--- src/rtl/pair_pkg.sv ---
package pair_pkg;

    typedef enum logic [1:0] {
        K_SCALAR = 2'd0,
        K_VMATH  = 2'd1,
        K_VLOAD  = 2'd2,
        K_VSTORE = 2'd3
    } kind_e;

    // Wide enough for one slot's port use (0..3) and the issued total.
    localparam int CNT_W = 3;

endpackage

--- src/rtl/pair_slot_decode.sv ---
// Per-slot resource decode: vector port use, narrow-pipe capability and
// one-hot masks of registers written and touched in each register file.
module pair_slot_decode
    import pair_pkg::*;
#(
    parameter int REG_W = 5,
    localparam int NREG = 1 << REG_W
) (
    input  logic             valid,
    input  logic [1:0]       kind,
    input  logic             memop,
    input  logic [REG_W-1:0] dst,
    input  logic [REG_W-1:0] srca,
    input  logic [REG_W-1:0] srcb,
    output logic [CNT_W-1:0] vrd,
    output logic [CNT_W-1:0] vwr,
    output logic             thin_ok,
    output logic [NREG-1:0]  wr_v,
    output logic [NREG-1:0]  tch_v,
    output logic [NREG-1:0]  wr_s,
    output logic [NREG-1:0]  tch_s
);

    kind_e k;

    always_comb begin
        k       = kind_e'(kind);
        vrd     = '0;
        vwr     = '0;
        wr_v    = '0;
        tch_v   = '0;
        wr_s    = '0;
        tch_s   = '0;
        thin_ok = (k == K_SCALAR) || (k == K_VSTORE);
        if (valid) begin
            case (k)
                K_VMATH: begin
                    vwr         = CNT_W'(1);
                    wr_v[dst]   = 1'b1;
                    tch_v[dst]  = 1'b1;
                    tch_v[srca] = 1'b1;
                    if (memop) begin
                        vrd = CNT_W'(2);
                    end else begin
                        vrd         = CNT_W'(3);
                        tch_v[srcb] = 1'b1;
                    end
                end
                K_VLOAD: begin
                    vwr        = CNT_W'(1);
                    wr_v[dst]  = 1'b1;
                    tch_v[dst] = 1'b1;
                end
                K_VSTORE: begin
                    vrd         = CNT_W'(1);
                    tch_v[srca] = 1'b1;
                end
                default: begin
                    wr_s[dst]   = 1'b1;
                    tch_s[dst]  = 1'b1;
                    tch_s[srca] = 1'b1;
                    tch_s[srcb] = 1'b1;
                end
            endcase
        end
    end

endmodule

--- src/rtl/pair_hazard.sv ---
// Intra-pair dependency: the younger slot touches a register the older writes.
module pair_hazard #(
    parameter int NREG = 32
) (
    input  logic [NREG-1:0] old_wr_v,
    input  logic [NREG-1:0] old_wr_s,
    input  logic [NREG-1:0] yng_tch_v,
    input  logic [NREG-1:0] yng_tch_s,
    output logic            dep
);

    logic [NREG-1:0] hit_v;
    logic [NREG-1:0] hit_s;

    always_comb begin
        hit_v = old_wr_v & yng_tch_v;
        hit_s = old_wr_s & yng_tch_s;
        dep   = (|hit_v) || (|hit_s);
    end

endmodule

--- src/rtl/dual_issue_pairer.sv ---
module dual_issue_pairer
    import pair_pkg::*;
#(
    parameter int REG_W    = 5,
    parameter int RD_PORTS = 3,
    parameter int WR_PORTS = 1
) (
    input  logic             clk,
    input  logic             rst_n,
    input  logic             s0_valid,
    input  logic [1:0]       s0_kind,
    input  logic             s0_memop,
    input  logic [REG_W-1:0] s0_dst,
    input  logic [REG_W-1:0] s0_srca,
    input  logic [REG_W-1:0] s0_srcb,
    input  logic             s1_valid,
    input  logic [1:0]       s1_kind,
    input  logic             s1_memop,
    input  logic [REG_W-1:0] s1_dst,
    input  logic [REG_W-1:0] s1_srca,
    input  logic [REG_W-1:0] s1_srcb,
    output logic             issue_first,
    output logic             issue_both,
    output logic             fat_from_second,
    output logic [2:0]       rd_ports,
    output logic [2:0]       wr_ports
);

    localparam int NREG  = 1 << REG_W;
    localparam int SUM_W = CNT_W + 1;
    localparam logic [SUM_W-1:0] RD_LIM = SUM_W'(RD_PORTS);
    localparam logic [SUM_W-1:0] WR_LIM = SUM_W'(WR_PORTS);

    typedef struct packed {
        logic             first;
        logic             both;
        logic             swap;
        logic [CNT_W-1:0] rd;
        logic [CNT_W-1:0] wr;
    } decision_t;

    logic [1:0]             sl_valid;
    logic [1:0]             sl_memop;
    logic [1:0][1:0]        sl_kind;
    logic [1:0][REG_W-1:0]  sl_dst;
    logic [1:0][REG_W-1:0]  sl_srca;
    logic [1:0][REG_W-1:0]  sl_srcb;
    logic [1:0][CNT_W-1:0]  sl_vrd;
    logic [1:0][CNT_W-1:0]  sl_vwr;
    logic [1:0]             sl_thin;
    logic [1:0][NREG-1:0]   sl_wr_v;
    logic [1:0][NREG-1:0]   sl_tch_v;
    logic [1:0][NREG-1:0]   sl_wr_s;
    logic [1:0][NREG-1:0]   sl_tch_s;

    assign sl_valid = {s1_valid, s0_valid};
    assign sl_memop = {s1_memop, s0_memop};
    assign sl_kind  = {s1_kind,  s0_kind};
    assign sl_dst   = {s1_dst,   s0_dst};
    assign sl_srca  = {s1_srca,  s0_srca};
    assign sl_srcb  = {s1_srcb,  s0_srcb};

    for (genvar gi = 0; gi < 2; gi++) begin : g_slot
        pair_slot_decode #(.REG_W(REG_W)) u_dec (
            .valid   (sl_valid[gi]),
            .kind    (sl_kind[gi]),
            .memop   (sl_memop[gi]),
            .dst     (sl_dst[gi]),
            .srca    (sl_srca[gi]),
            .srcb    (sl_srcb[gi]),
            .vrd     (sl_vrd[gi]),
            .vwr     (sl_vwr[gi]),
            .thin_ok (sl_thin[gi]),
            .wr_v    (sl_wr_v[gi]),
            .tch_v   (sl_tch_v[gi]),
            .wr_s    (sl_wr_s[gi]),
            .tch_s   (sl_tch_s[gi])
        );
    end

    logic dep;

    pair_hazard #(.NREG(NREG)) u_haz (
        .old_wr_v  (sl_wr_v[0]),
        .old_wr_s  (sl_wr_s[0]),
        .yng_tch_v (sl_tch_v[1]),
        .yng_tch_s (sl_tch_s[1]),
        .dep       (dep)
    );

    decision_t dec_d, dec_q;
    logic [SUM_W-1:0] rd_sum, wr_sum;
    logic straight, swapped, fits, can_pair;

    always_comb begin
        rd_sum   = SUM_W'(sl_vrd[0]) + SUM_W'(sl_vrd[1]);
        wr_sum   = SUM_W'(sl_vwr[0]) + SUM_W'(sl_vwr[1]);
        straight = sl_thin[1];
        swapped  = !sl_thin[1] && sl_thin[0];
        fits     = (rd_sum <= RD_LIM) && (wr_sum <= WR_LIM);
        can_pair = s0_valid && s1_valid && (straight || swapped) && fits && !dep;
        dec_d    = '0;
        if (s0_valid) begin
            dec_d.first = 1'b1;
            dec_d.both  = can_pair;
            dec_d.swap  = can_pair && swapped;
            dec_d.rd    = can_pair ? CNT_W'(rd_sum) : sl_vrd[0];
            dec_d.wr    = can_pair ? CNT_W'(wr_sum) : sl_vwr[0];
        end
    end

    always_ff @(posedge clk) begin
        if (!rst_n) dec_q <= '0;
        else        dec_q <= dec_d;
    end

    assign issue_first     = dec_q.first;
    assign issue_both      = dec_q.both;
    assign fat_from_second = dec_q.swap;
    assign rd_ports        = dec_q.rd;
    assign wr_ports        = dec_q.wr;

endmodule

--- config.mk ---
export PLATFORM = sky130hd
export DESIGN_NAME = dual_issue_pairer
export DESIGN_NICKNAME = d
export VERILOG_FILES = /design/src/rtl/pair_pkg.sv /design/src/rtl/pair_slot_decode.sv /design/src/rtl/pair_hazard.sv /design/src/rtl/dual_issue_pairer.sv
export SDC_FILE = /design/constraint.sdc
export NUM_CORES = 1
export LEC_CHECK = 0
export ABC_AREA = 1
export BUFFER_PORTS_ARGS = -buffer_cell sky130_fd_sc_hd__buf_2
export CAP_MARGIN = 10
export CELL_PAD_IN_SITES_DETAIL_PLACEMENT = 0
export CELL_PAD_IN_SITES_GLOBAL_PLACEMENT = 1
export CORE_MARGIN = 2
export CORE_UTILIZATION = 35
export CTS_BUF_LIST = sky130_fd_sc_hd__clkbuf_8
export DETAILED_ROUTE_END_ITERATION = 10
export PLACE_DENSITY = 0.77
export SLEW_MARGIN = 20
export SYNTH_ARGS = -nofsm -noshare
export SYNTH_HDL_FRONTEND = slang
export SYNTH_SLANG_ARGS = --single-unit
--- constraint.sdc ---
create_clock -name clk -period 2.6 [get_ports clk]
set_input_delay 0.13 -clock clk [delete_from_list [all_inputs] [get_ports clk]]
set_output_delay 0.13 -clock clk [all_outputs]
set_load 0.1 [all_outputs]
==> Word-level counts from Yosys, hierarchy flattened <==
Cells that the tools add are included.
{ "word_totals": {"ff_bits": 9, "out_inout_bits": 9, "wordCells": 83} }
{ "op_classes": {"add_sub_neg": 2, "order_cmp": 10, "eq_ne": 6, "mux": 30, "n_bitwise": 4, "reduce_logical": 26} }
{ "op_table": {"columns": ["op", "count"], "rows": [
  ["two-way mux 32 bit", 8],
  ["case mux 32 bit (3 select lines)", 1],
  ["bitwise AND 32 bit", 2],
  ["bitwise OR 32 bit", 2],
  ["OR reduction 32 bit", 2],
  ["less-than comparator 5 x 6 -> 1 bit, second input constant", 4],
  ["demux 1 bit (select 5 bit)", 4],
  ["greater-or-equal comparator 5 x 1 -> 1 bit, second input constant", 4],
  ["two-way mux 3 bit", 4],
  ["case mux 3 bit (2 select lines)", 2],
  ["logical AND 1 bit", 11],
  ["two-way mux 1 bit", 10],
  ["two-way mux 9 bit", 1],
  ["adder 3 x 3 -> 4 bit", 2],
  ["== test 2 bit, second input constant", 4],
  ["OR reduction 3 bit", 2],
  ["== test 2 x 1 -> 1 bit, second input constant", 2],
  ["less-or-equal comparator 4 x 1 -> 1 bit, second input constant", 1],
  ["less-or-equal comparator 4 x 2 -> 1 bit, second input constant", 1],
  ["logical NOT 2 bit", 2],
  ["logical OR 1 bit", 4],
  ["OR reduction 2 bit", 2],
  ["logical NOT 1 bit", 2],
  ["AND reduction 2 bit", 1]
]} }

==> Logic depth before layout (Yosys ltp) <==
Gate-level depths: netlist of run 1.
{ "logic_depth": {"word_depth": 16, "mapped_depth": 18, "mapped_depth_nobuf": 17} }

==> Hierarchy <==
From an unflattened synthesis of run 1, not the netlist that was laid out.
{ "hier_totals": {"hier_cells": 1518, "hier_area_um2": 6606.3} }
{ "by_module_without_submodules": {"columns": ["mod", "n_inst", "cells_each", "area_each_um2"], "rows": [
  ["pair_slot_decode", 2, 658, 2782.7],
  ["dual_issue_pairer", 1, 83, 569.3],
  ["pair_hazard", 1, 119, 471.7]
]} }

==> Worst setup path before layout of run 1 <==
No wires, ideal clock.
{ "synth_path": {"kind": "input-to-reg", "start": "input s1_kind[1]", "end": "register dec_q, in the netlist wr_ports[0]", "t_arrival_ns": 2.361, "required_ns": 2.485, "path_slack_ns": 0.124, "path_stages": 16, "cell_sequence": "inv_1 -> ha_1 -> buf_6 -> nand2_1 -> buf_2 -> a21oi_1 -> ha_1 -> fa_1 -> a2111oi_0 -> nand2_1 -> nor2_1 -> nand3_1 -> nand2_2 -> nand3_1 -> nand2_1 -> nor2_1"} }
{ "synth_via": {"elab_chain_cells": 10, "elab_cells_between_ends": 33, "classes_between": "add/sub (2); order compare (2); eq/ne (3); mux (9); bitwise (2); reduce/logical (15)"} }
{ "synth_rtl": {"columns": ["item", "line", "rtl"], "rows": [
  ["start: declaration", "dual_issue_pairer.sv:17", "input logic [1:0] s1_kind,"],
  ["== test 2 bit, or another cell as far along", "pair_slot_decode.sv:36", "case (k)"],
  ["OR reduction 2 bit (no line) / OR reduction 3 bit (equally long branches)", null, null],
  ["two-way mux 1 bit / two-way mux 32 bit (equally long branches)", "pair_slot_decode.sv:36", null],
  ["two-way mux 1 bit / two-way mux 32 bit (equally long branches)", "pair_slot_decode.sv:35", "if (valid) begin"],
  ["adder 3 x 3 -> 4 bit / bitwise AND 32 bit (equally long branches)", "dual_issue_pairer.sv:97, pair_hazard.sv:17", null],
  ["less-or-equal comparator 4 x 1 -> 1 bit / OR reduction 32 bit (equally long branches)", "dual_issue_pairer.sv:100, pair_hazard.sv:18", null],
  ["logical AND 1 bit / logical OR 1 bit (equally long branches)", "dual_issue_pairer.sv:100, pair_hazard.sv:18", null],
  ["logical AND 1 bit / logical NOT 1 bit (equally long branches)", "dual_issue_pairer.sv:101", "can_pair = s0_valid && s1_valid && (straight || swapped) && fits && !dep;"],
  ["logical AND 1 bit", "dual_issue_pairer.sv:101", null],
  ["two-way mux 3 bit *", "dual_issue_pairer.sv:108", "dec_d.wr = can_pair ? CNT_W'(wr_sum) : sl_vwr[0];"],
  ["end signal: assignment", "dual_issue_pairer.sv:113", "if (!rst_n) dec_q <= '0;"],
  ["end signal: assignment", "dual_issue_pairer.sv:114", "else dec_q <= dec_d;"],
  ["end: declaration", "dual_issue_pairer.sv:91", "decision_t dec_d, dec_q;"]
]} }
Every way passes the cells marked *; elsewhere a longest branch is shown, timed or not.
A chain may end at the register's enable or synchronous reset.

==> Worst setup path after layout of run 1 <==
{ "layout_path": {"start": "input s0_kind[1]", "end": "register dec_q, in the netlist wr_ports[0]"} }
{ "layout_via": {"elab_chain_cells": 10, "elab_cells_between_ends": 32, "classes_between": "add/sub (2); order compare (2); eq/ne (3); mux (9); bitwise (2); reduce/logical (14)"} }
{ "layout_rtl": {"columns": ["item", "line", "rtl"], "rows": [
  ["start: declaration", "dual_issue_pairer.sv:11", "input logic [1:0] s0_kind,"],
  ["== test 2 bit, or another cell as far along", null, null],
  ["OR reduction 2 bit (no line) / OR reduction 3 bit (equally long branches)", null, null],
  ["two-way mux 1 bit, or another cell as far along", "pair_slot_decode.sv:36", null],
  ["two-way mux 1 bit / two-way mux 32 bit (equally long branches)", "pair_slot_decode.sv:35", null],
  ["adder 3 x 3 -> 4 bit, or another cell as far along", "dual_issue_pairer.sv:97", "wr_sum = SUM_W'(sl_vwr[0]) + SUM_W'(sl_vwr[1]);"],
  ["less-or-equal comparator 4 x 1 -> 1 bit / OR reduction 32 bit (equally long branches)", "dual_issue_pairer.sv:100, pair_hazard.sv:18", null],
  ["logical AND 1 bit / logical OR 1 bit (equally long branches)", "dual_issue_pairer.sv:100, pair_hazard.sv:18", null],
  ["logical AND 1 bit / logical NOT 1 bit (equally long branches)", "dual_issue_pairer.sv:101", null],
  ["logical AND 1 bit", "dual_issue_pairer.sv:101", null],
  ["two-way mux 3 bit *", "dual_issue_pairer.sv:108", null]
]} }
Marks and branches as above.

==> flow_metrics.tcl, run 1 <==
set metrics [dict create \
    rows 36 \
    dieArea_sq_mm 0.01065 \
    syn_avg_cell_area_sq_um 4.613 \
    yosys_register_bits 8 \
    path_max_fanout 7 \
    ys_types 29 \
    synth-main-ff-cell "dfxtp_1" \
    dpl.hpwl_mm 11.49 \
    grt_max_degree 33 \
    power_mw 0.7115 \
    fin_util_pct 38.71 \
    post_cts_resized 0 \
    synthAdderAreaFrac_pct 4.938 \
    fmax_mhz 433.5 \
    cts_max_level 1 \
    relSlewSlack_pct 40.17 \
    hold_class "input pin to flip-flop" \
    synthMuxAreaShare_pct 0 \
    cp.required_ps 2710 \
    start_util_pct 35.58 \
    tritoncts "done" \
    syn_area_sq_mm 0.003446 \
    async_flop_share_pct 0 \
    status "complete, no violations" \
    drv_cap 0 \
    synthSimpleGateAreaFrac_pct 69.79 \
    tightestPinTransition_ps 894.1 \
    vias 4812 \
    cts_buffers 3 \
    synth-compound-area-share_pct 6.282 \
    cp-start-kind "input pin" \
    drtPass1Iterations 5 \
    setup-violations-final 0 \
    clockBufferDepth 2 \
    irDropWorstVdd_mv 0.2049 \
    grt_overflow_total 0 \
    ios 49 \
    syn_inst 747 \
    synth_xor_area_share_pct 0 \
    p_leak_nw 2.119 \
    clock-sinks 8 \
    synth_top_family_by_area "simple AND/OR/NAND/NOR gates" \
    drt-wirelength-per-cell_um 16.29 \
    grt_usage_pct 27.91 \
    finish.instance_area_sq_mm 0.003749 \
    p_per_area_mw_per_mm2 189.8 \
    setup_ws_ps 293.4 \
    antenna_cells 0 \
    regArea_sq_um 160.2 \
    viasPerCell 5.335 \
    hold_buffers 0 \
    finalCritPeriodShare_pct 88.72 \
    drive_above_1_share_pct 8.062 \
    cts_root_buf "clkbuf_8" \
    report.final.slew_viol_count 0 \
    ys_warn_count 0 \
    cp_data_arrival_time_ps 2420 \
    drtIter0Drc 426 \
    wirelength_mm 14.69 \
    drtAntennaViolNets 0 \
    fill_cells 1172 \
    grt_pass1_vias 4241 \
    grt_pass1_wl_mm 22.73 \
    ys_seq_area_share_pct 4.648 \
    placed_cell_area_sq_mm 0.003706 \
    clk_pin_slew_worst_paths_ps 40 \
    io_buffers 37 \
    die_h_um 103.2 \
    place.gp.congestion 1.002 \
    cts_setup_buffers 0 \
    antenna_found_initial 0 \
    fin_crit_ps 2307 \
    rsz0062_at_grt "false" \
    drcViolationCount 0 \
    endpoint_kind "flip-flop" \
    preCtsSetupSlack_ps -20.58 \
    synth_edf_count 0 \
    die_x_um 103.2 \
    multi_input_area_sq_mm 0.002804 \
    critPathKind "input pin to flip-flop" \
    finalHoldViolations 0 \
    layout.nets 824 \
    design.core.area_sq_mm 0.009684 \
    syn2layout_area_growth_pct 8.787 \
    holdPathStages 3 \
]
-- cells in the mapped netlist (all sizes together) (2+ instances only) --
cell    number  area share (%)
a21oi        5            0.73
buf         20             3.0
clkbuf      14             3.3
dfxtp        8             4.6
ha          12             4.4
inv         72             7.8
nand2      290              32
nand3       82              12
nand4       14             2.5
nor2       141              15
nor3        50             7.7
nor4         2            0.36
o21ai       26             3.8
o21bai       5             1.1
-- metal layers --
metal  vias up  GRT usage [%]  share of wire [%]
met5         -              0                  0
met1      2178          38.81                 44
li1       2397              -                  -
met4         0          8.907                3.5
met2       207          46.55                 46
met3        30          1.210                7.1
-- worst max-delay path, stage by stage --
cell and delay [ps]:
buf_2 90, inv_1 60, ha_1 180, inv_1 50, nor2_1 30, o21a_1 180, ha_1 210, fa_1 360
a2111oi_1 430, nand2_1 90, nor2_1 130, nand3_1 120, nand2_2 150, nand3_1 100, nand2_1 70, nor2_1 40
-- report_power, final --
group	internal, mW	switching [mW]
combinational	0.0977	0.340
sequential	0.130	0.00108
clock	0.0998	0.0432
-- cells in the final DEF, fill, tap and decap left out --
| cell type | count |
|---|---|
| buf_12 | 1 |
| o21a_1 | 1 |
| nor2_1 | 140 |
| buf_2 | 37 |
| a2111oi_1 | 1 |
| ha_1 | 12 |
| nor3_2 | 1 |
| clkbuf_8 | 3 |
| conb_1 | 3 |
| inv_2 | 2 |
| buf_4 | 13 |
| o31ai_1 | 1 |
| o21ai_0 | 26 |
| nor4_1 | 2 |
| nor3_4 | 1 |
| nand4_1 | 14 |
| o21bai_1 | 5 |
| nand3_1 | 82 |
| inv_1 | 70 |
| a21oi_1 | 5 |
| nor2_2 | 1 |
| nor3_1 | 48 |
| nand2_2 | 3 |
| fa_1 | 1 |
| nand2_1 | 287 |
| clkinv_1 | 1 |
| dfxtp_1 | 8 |
-- sequential cells by signal, summed over array words and instances, names as in the netlist --
| name | cells |
|---|---|
| fat_from_second | 1 |
| issue_both | 1 |
| issue_first | 1 |
| rd_ports | 3 |
| wr_ports | 2 |
-- path summary, 6_finish.rpt --
path | start | end | slack, ps
max | s0_kind[1] | wr_ports[0] | 290
min | rst_n | issue_both | 210
-- cells by family after synthesis --
group	Yosys count
other	1
and+or+nand+nor	579
buffers and inverters	107
AOI/OAI and AO/OA	39
adders and majority gates	13
DFF	8
-- metrics by stage --
stage	setup TNS, ps	instances	hold slack (ps)
2_1_floorplan	0	749	310.4
3_3_place_gp	0	899	421.4
3_5_place_dp	-44.18	899	433.9
4_1_cts	0	902	208.5
5_1_grt	0	902	229.3
6_report	0	902	212.8
-- final cells by class --
type	count	area share [%]
multi-input cells	634	74.80
repair buffers	51	8.077
inverters	73	7.310
well taps	133	4.439
flip-flops and latches	8	4.272
clock buffers	3	1.101
Note: power is estimated with default switching activity, not from simulation.
==> run 2: changes to the inputs <==
ABC_AREA = default   (was 1)
CORE_UTILIZATION = 38   (was 35)
==> flow_metrics.tcl, run 2 <==
set metrics [dict create \
    tritoncts "done" \
    drtIter0Drc 563 \
    dieArea_sq_mm 0.008044 \
    fin_crit_ps 2434 \
    syn_avg_cell_area_sq_um 6.691 \
    irDropWorstVdd_mv 0.1085 \
    antenna_found_initial 0 \
    clock-sinks 8 \
    layout.nets 514 \
    drtPass1Iterations 5 \
    die_x_um 89.69 \
    cts_max_level 1 \
    place.gp.congestion 1.001 \
    path_max_fanout 8 \
    ios 49 \
    viasPerCell 6.676 \
    yosysTopAreaCell "o22ai_1" \
    fmax_mhz 410.8 \
    synth-main-ff-cell "dfxtp_1" \
    endpoint_kind "flip-flop" \
    preCtsSetupSlack_ps -51.29 \
    drv_cap 0 \
    setup-violations-final 0 \
    rsz0062_at_grt "false" \
    instances_no_fill 558 \
    dpl.hpwl_mm 8.625 \
    cp_data_arrival_time_ps 2570 \
    hold_class "input pin to flip-flop" \
    start_util_pct 38.88 \
    yosys_register_bits 8 \
    cp.required_ps 2740 \
    syn_area_sq_mm 0.002790 \
    wirelength_mm 11.17 \
    yosysMostFrequentCell "nor2_1" \
    cts_setup_buffers 0 \
    cp-start-kind "input pin" \
    dp.cells 555 \
    grt_pass1_vias 3381 \
    finalHoldViolations 0 \
    p_per_area_mw_per_mm2 210.7 \
    io_buffers 37 \
    ys_types 63 \
    ys_seq_area_share_pct 5.740 \
    cts_root_buf "clkbuf_8" \
    clk_pin_slew_worst_paths_ps 40 \
    cts_buffers 3 \
    drt-wirelength-per-cell_um 20.03 \
    p_leak_nw 1.126 \
    rows 31 \
    drive_above_1_share_pct 25.27 \
    grt_pass1_wl_mm 17.65 \
    synthTopCellsByArea "o22ai_1, nor2_1, a211oi_1" \
    synthDominantCellAreaShare_pct 16.14 \
    die_h_um 89.69 \
    syn_inst 417 \
    drtAntennaViolNets 0 \
    clockBufferDepth 2 \
    synth_edf_count 0 \
    synthTopCellsByCount "nor2_1, o22ai_1, a211oi_1" \
    finalCritPeriodShare_pct 93.62 \
    fill_cells 757 \
    critPathKind "input pin to flip-flop" \
    async_flop_share_pct 0 \
    status "complete, no violations" \
    grt_overflow_total 0 \
    final_cell_mix "nor2_1, o22ai_1, buf_4" \
    grt_usage_pct 28.55 \
    final_common_cell "nor2_1" \
    syn2layout_area_growth_pct 16.73 \
    power_mw 0.6861 \
    largest_reg_flops 3 \
    vias 3725 \
    report.final.slew_viol_count 0 \
    drcViolationCount 0 \
    ys_warn_count 0 \
    fin_setup_tns_ps 0 \
    design.core.area_sq_mm 0.007176 \
    grt_max_degree 33 \
    antenna_cells 0 \
    setup_ws_ps 165.8 \
]
==> run 2: changes by cell type after synthesis, sizes merged, moves of 13 or more <==
| cell | change |
|---|---|
| nand2 | -278 |
| o22ai | +74 |
| nor2 | -67 |
| nand3 | -66 |
| inv | -64 |
| nor3 | -34 |
| a211oi | +32 |
| nand3b | +14 |
| buf | +13 |
==> run 2: per-stage QoR <==
| stage | utilization (%) | cell area [sq um] | hold slack (ps) |
|---|---|---|---|
| final | 45.39 | 3257 | 213.5 |
| after global routing | 45.39 | 3257 | 234.1 |
| after CTS | 45.34 | 3253 | 215.3 |
| after detailed placement | 44.76 | 3212 | 450.2 |
| after global placement | 44.76 | 3212 | 450.7 |
| after floorplan | - | 2844 | 323.0 |
==> run 2: logic make-up (layout without fill, tap and decap cells) <==
logic type / count (synthesis) / after routing / synth area share (%)
simple gates: 179 / 179 / 35.52
fa+ha+maj: 13 / 13 / 6.099
other cells: 1 / 3 / 0.1344
buf+inv: 52 / 92 / 11.97
flops: 8 / 8 / 5.740
compound gates: 163 / 163 / 40.18
mux: 1 / 1 / 0.3588
==> run 2: cell type report <==
cell class | instances | area [sq um] | share of cell area, %
inverters | 9 | 33.78 | 1.037
flip-flops and latches | 8 | 160.2 | 4.917
clock buffers | 3 | 41.29 | 1.268
well taps | 99 | 123.9 | 3.803
multi-input cells | 359 | 2340 | 71.84
repair buffers | 80 | 558.0 | 17.13
==> run 2: final timing paths <==
| kind | startpoint | end | slack [ps] | cells past startpoint |
|---|---|---|---|---|
| worst min-delay path | rst_n | issue_first | 210 | 3 |
| worst max-delay path | s1_kind[0] | fat_from_second | 170 | 12 |
==> run 2: repair_timing <==
action                     4_1_cts  5_1_grt
setup endpoints to repair        0        1
hold buffers                     0        0
resized for setup                0        1
==> run 2: critical path, cell delays in order <==
cell and delay [ps]:
buf_2 130, inv_1 60, ha_1 260, or3b_2 360, nor2_1 70, a211oi_1 280, o22ai_1 180, o21bai_2 210
o211ai_2 160, o31ai_4 360, nand2_2 110, nor4b_2 270
==> run 2: routing by layer <==
| layer | global-route usage (%) | share of wire [%] | vias to the layer above |
|---|---|---|---|
| li1 | - | - | 1677 |
| met1 | 38.86 | 39 | 1685 |
| met2 | 41.78 | 42 | 296 |
| met3 | 5.850 | 12 | 67 |
| met4 | 15.74 | 6.9 | 0 |
| met5 | 0 | 0 | - |
==> run 2: power breakdown <==
part	switching, mW	internal (mW)	leakage, nW	total, mW
combinational	0.276	0.135	1.04	0.411
clock	0.0455	0.100	0.0216	0.145
sequential	0.000902	0.128	0.0658	0.129
==> run 3: changes to the inputs <==
CORE_UTILIZATION = 40   (was 38)
PLACE_DENSITY = 0.78   (was 0.77)
SYNTH_HIERARCHICAL = 1   (was default)
==> flow_metrics.tcl, run 3 <==
set metrics [dict create \
    fin_crit_ps 3055 \
    finalHoldViolations 0 \
    irDropWorstVdd_mv 0.2452 \
    status "finished with violations" \
    wl_met2_mm 7.172 \
    drtIter0Drc 541 \
    drtAntennaViolNets 0 \
    fill_cells 821 \
    antenna_found_initial 0 \
    setup-violations-final 5 \
    hold_class "input pin to flip-flop" \
    dieArea_sq_mm 0.009445 \
    drive_above_1_share_pct 33.69 \
    syn_area_sq_mm 0.003473 \
    tritoncts "done" \
    drtPass1Iterations 6 \
    relSlewSlack_pct 56.17 \
    drv_cap 0 \
    grt_pass1_vias 4598 \
    multi_input_area_sq_mm 0.003024 \
    grt_pass1_wl_mm 24.59 \
    rows 33 \
    viasPerCell 6.398 \
    fin_setup_tns_ps -2043 \
    critPathKind "input pin to flip-flop" \
    finalCritPeriodShare_pct 117.5 \
    rsz0062_at_grt "true" \
    cts_buffers 3 \
    drcViolationCount 0 \
    grt_max_degree 33 \
    wirelength_mm 15.66 \
    power_mw 0.8479 \
    regArea_sq_um 180.2 \
    violations "negative setup slack" \
    startpoint "s1_dst[1]" \
    place.gp.congestion 1.007 \
    cp_data_arrival_time_ps 3160 \
    dpl.hpwl_mm 12.43 \
    setup_ws_ps -454.5 \
    path_max_fanout 5 \
    cp.required_ps 2700 \
    crit_path_end "wr_ports[0]" \
    start_util_pct 41.85 \
    vias 4888 \
    syn_inst 553 \
    drt-wirelength-per-cell_um 20.50 \
    syn2layout_area_growth_pct 35.12 \
    cts_root_buf "clkbuf_8" \
    endpoint_kind "flip-flop" \
    top_layer "met4" \
    io_buffers 38 \
    clockBufferDepth 2 \
    layout.nets 718 \
    design.core.area_sq_mm 0.008299 \
    report.final.slew_viol_count 0 \
    grt_overflow_total 0 \
    ios 49 \
    clk_pin_slew_worst_paths_ps 40 \
    ys_warn_count 6 \
    die_h_um 97.19 \
    fmax_mhz 327.4 \
    final_cell_mix "buf_4, nor2_1, nand2_1" \
    tightestPinTransition_ps 656.0 \
    hold_buffers 0 \
    grt_usage_pct 32.01 \
    p_leak_nw 1.781 \
    cts_max_level 1 \
    wl_met1_mm 6.244 \
    met3_length_mm 1.491 \
    antenna_cells 0 \
    cp-start-kind "input pin" \
    p_per_area_mw_per_mm2 180.7 \
    syn_avg_cell_area_sq_um 6.281 \
    die_x_um 97.19 \
    clock-sinks 9 \
    final_common_cell "buf_4" \
]
-- run 3: final cells by class --
cell class	instances	area share [%]
Tap cell	105	2.799
Clock buffer	3	0.8798
Sequential cell	9	3.839
Clock inverter	1	0.07998
Multi-Input combinational cell	462	64.44
Inverter	15	1.466
Timing Repair Buffer	169	26.50
-- run 3: repair_timing --
item / CTS / global route
buffers inserted: 3 / 1
resized for setup: 28 / 8
endpoints found under the setup margin: 5 / 5
pin swaps: 18 / 8
-- run 3: through the flow --
step / hold slack [ps] / setup slack, ps / area [sq um] / util, % / instances
finish: 302.3 / -454.5 / 4693 / 56.55 / 764
global route: 343.1 / -543.4 / 4693 / 56.55 / 764
CTS: 265.2 / -409.8 / 4652 / 56.05 / 763
floorplan: 362.0 / -288.0 / 3552 / - / 557
detailed placement: 500.0 / -844.7 / 4491 / 54.11 / 756
global placement: 504.3 / -840.1 / 4491 / 54.11 / 756
-- run 3: worst min path at each step --
| stage | slack [ps] | start | to | cells after the start |
|---|---|---|---|---|
| 2_1_floorplan | 360 | s0_valid | issue_first | 2 |
| 3_3_place_gp | 500 | rst_n | issue_both | 3 |
| 5_1_grt | 340 | rst_n | issue_both | 3 |
| 4_1_cts | 270 | rst_n | issue_both | 3 |
| 3_5_place_dp | 500 | rst_n | issue_both | 3 |
| 6_report | 300 | rst_n | issue_both | 3 |
-- run 3: critical path, stage by stage --
cell,delay [ps]
buf_2,120
buf_4,120
or2_1,270
o22ai_1,210
nand2_1,110
a31oi_1,140
a22o_1,240
a221oi_1,250
nand4_1,190
or4_4,520
and4bb_1,310
o2111ai_2,140
o31ai_1,280
a21oi_1,120
-- run 3: layer usage --
layer / global-route usage [%] / up-vias
met1: 42.40 / 2296
met4: 13.43 / 0
met3: 3.957 / 61
met2: 52.35 / 318
met5: 0 / -
li1: - / 2213
-- run 3: where the power goes --
group / leakage [nW] / switching, mW / internal (mW)
Combinational: 1.68 / 0.329 / 0.216
Sequential: 0.0734 / 0.000980 / 0.143
Clock: 0.0269 / 0.0563 / 0.103
Total: 1.78 / 0.387 / 0.461
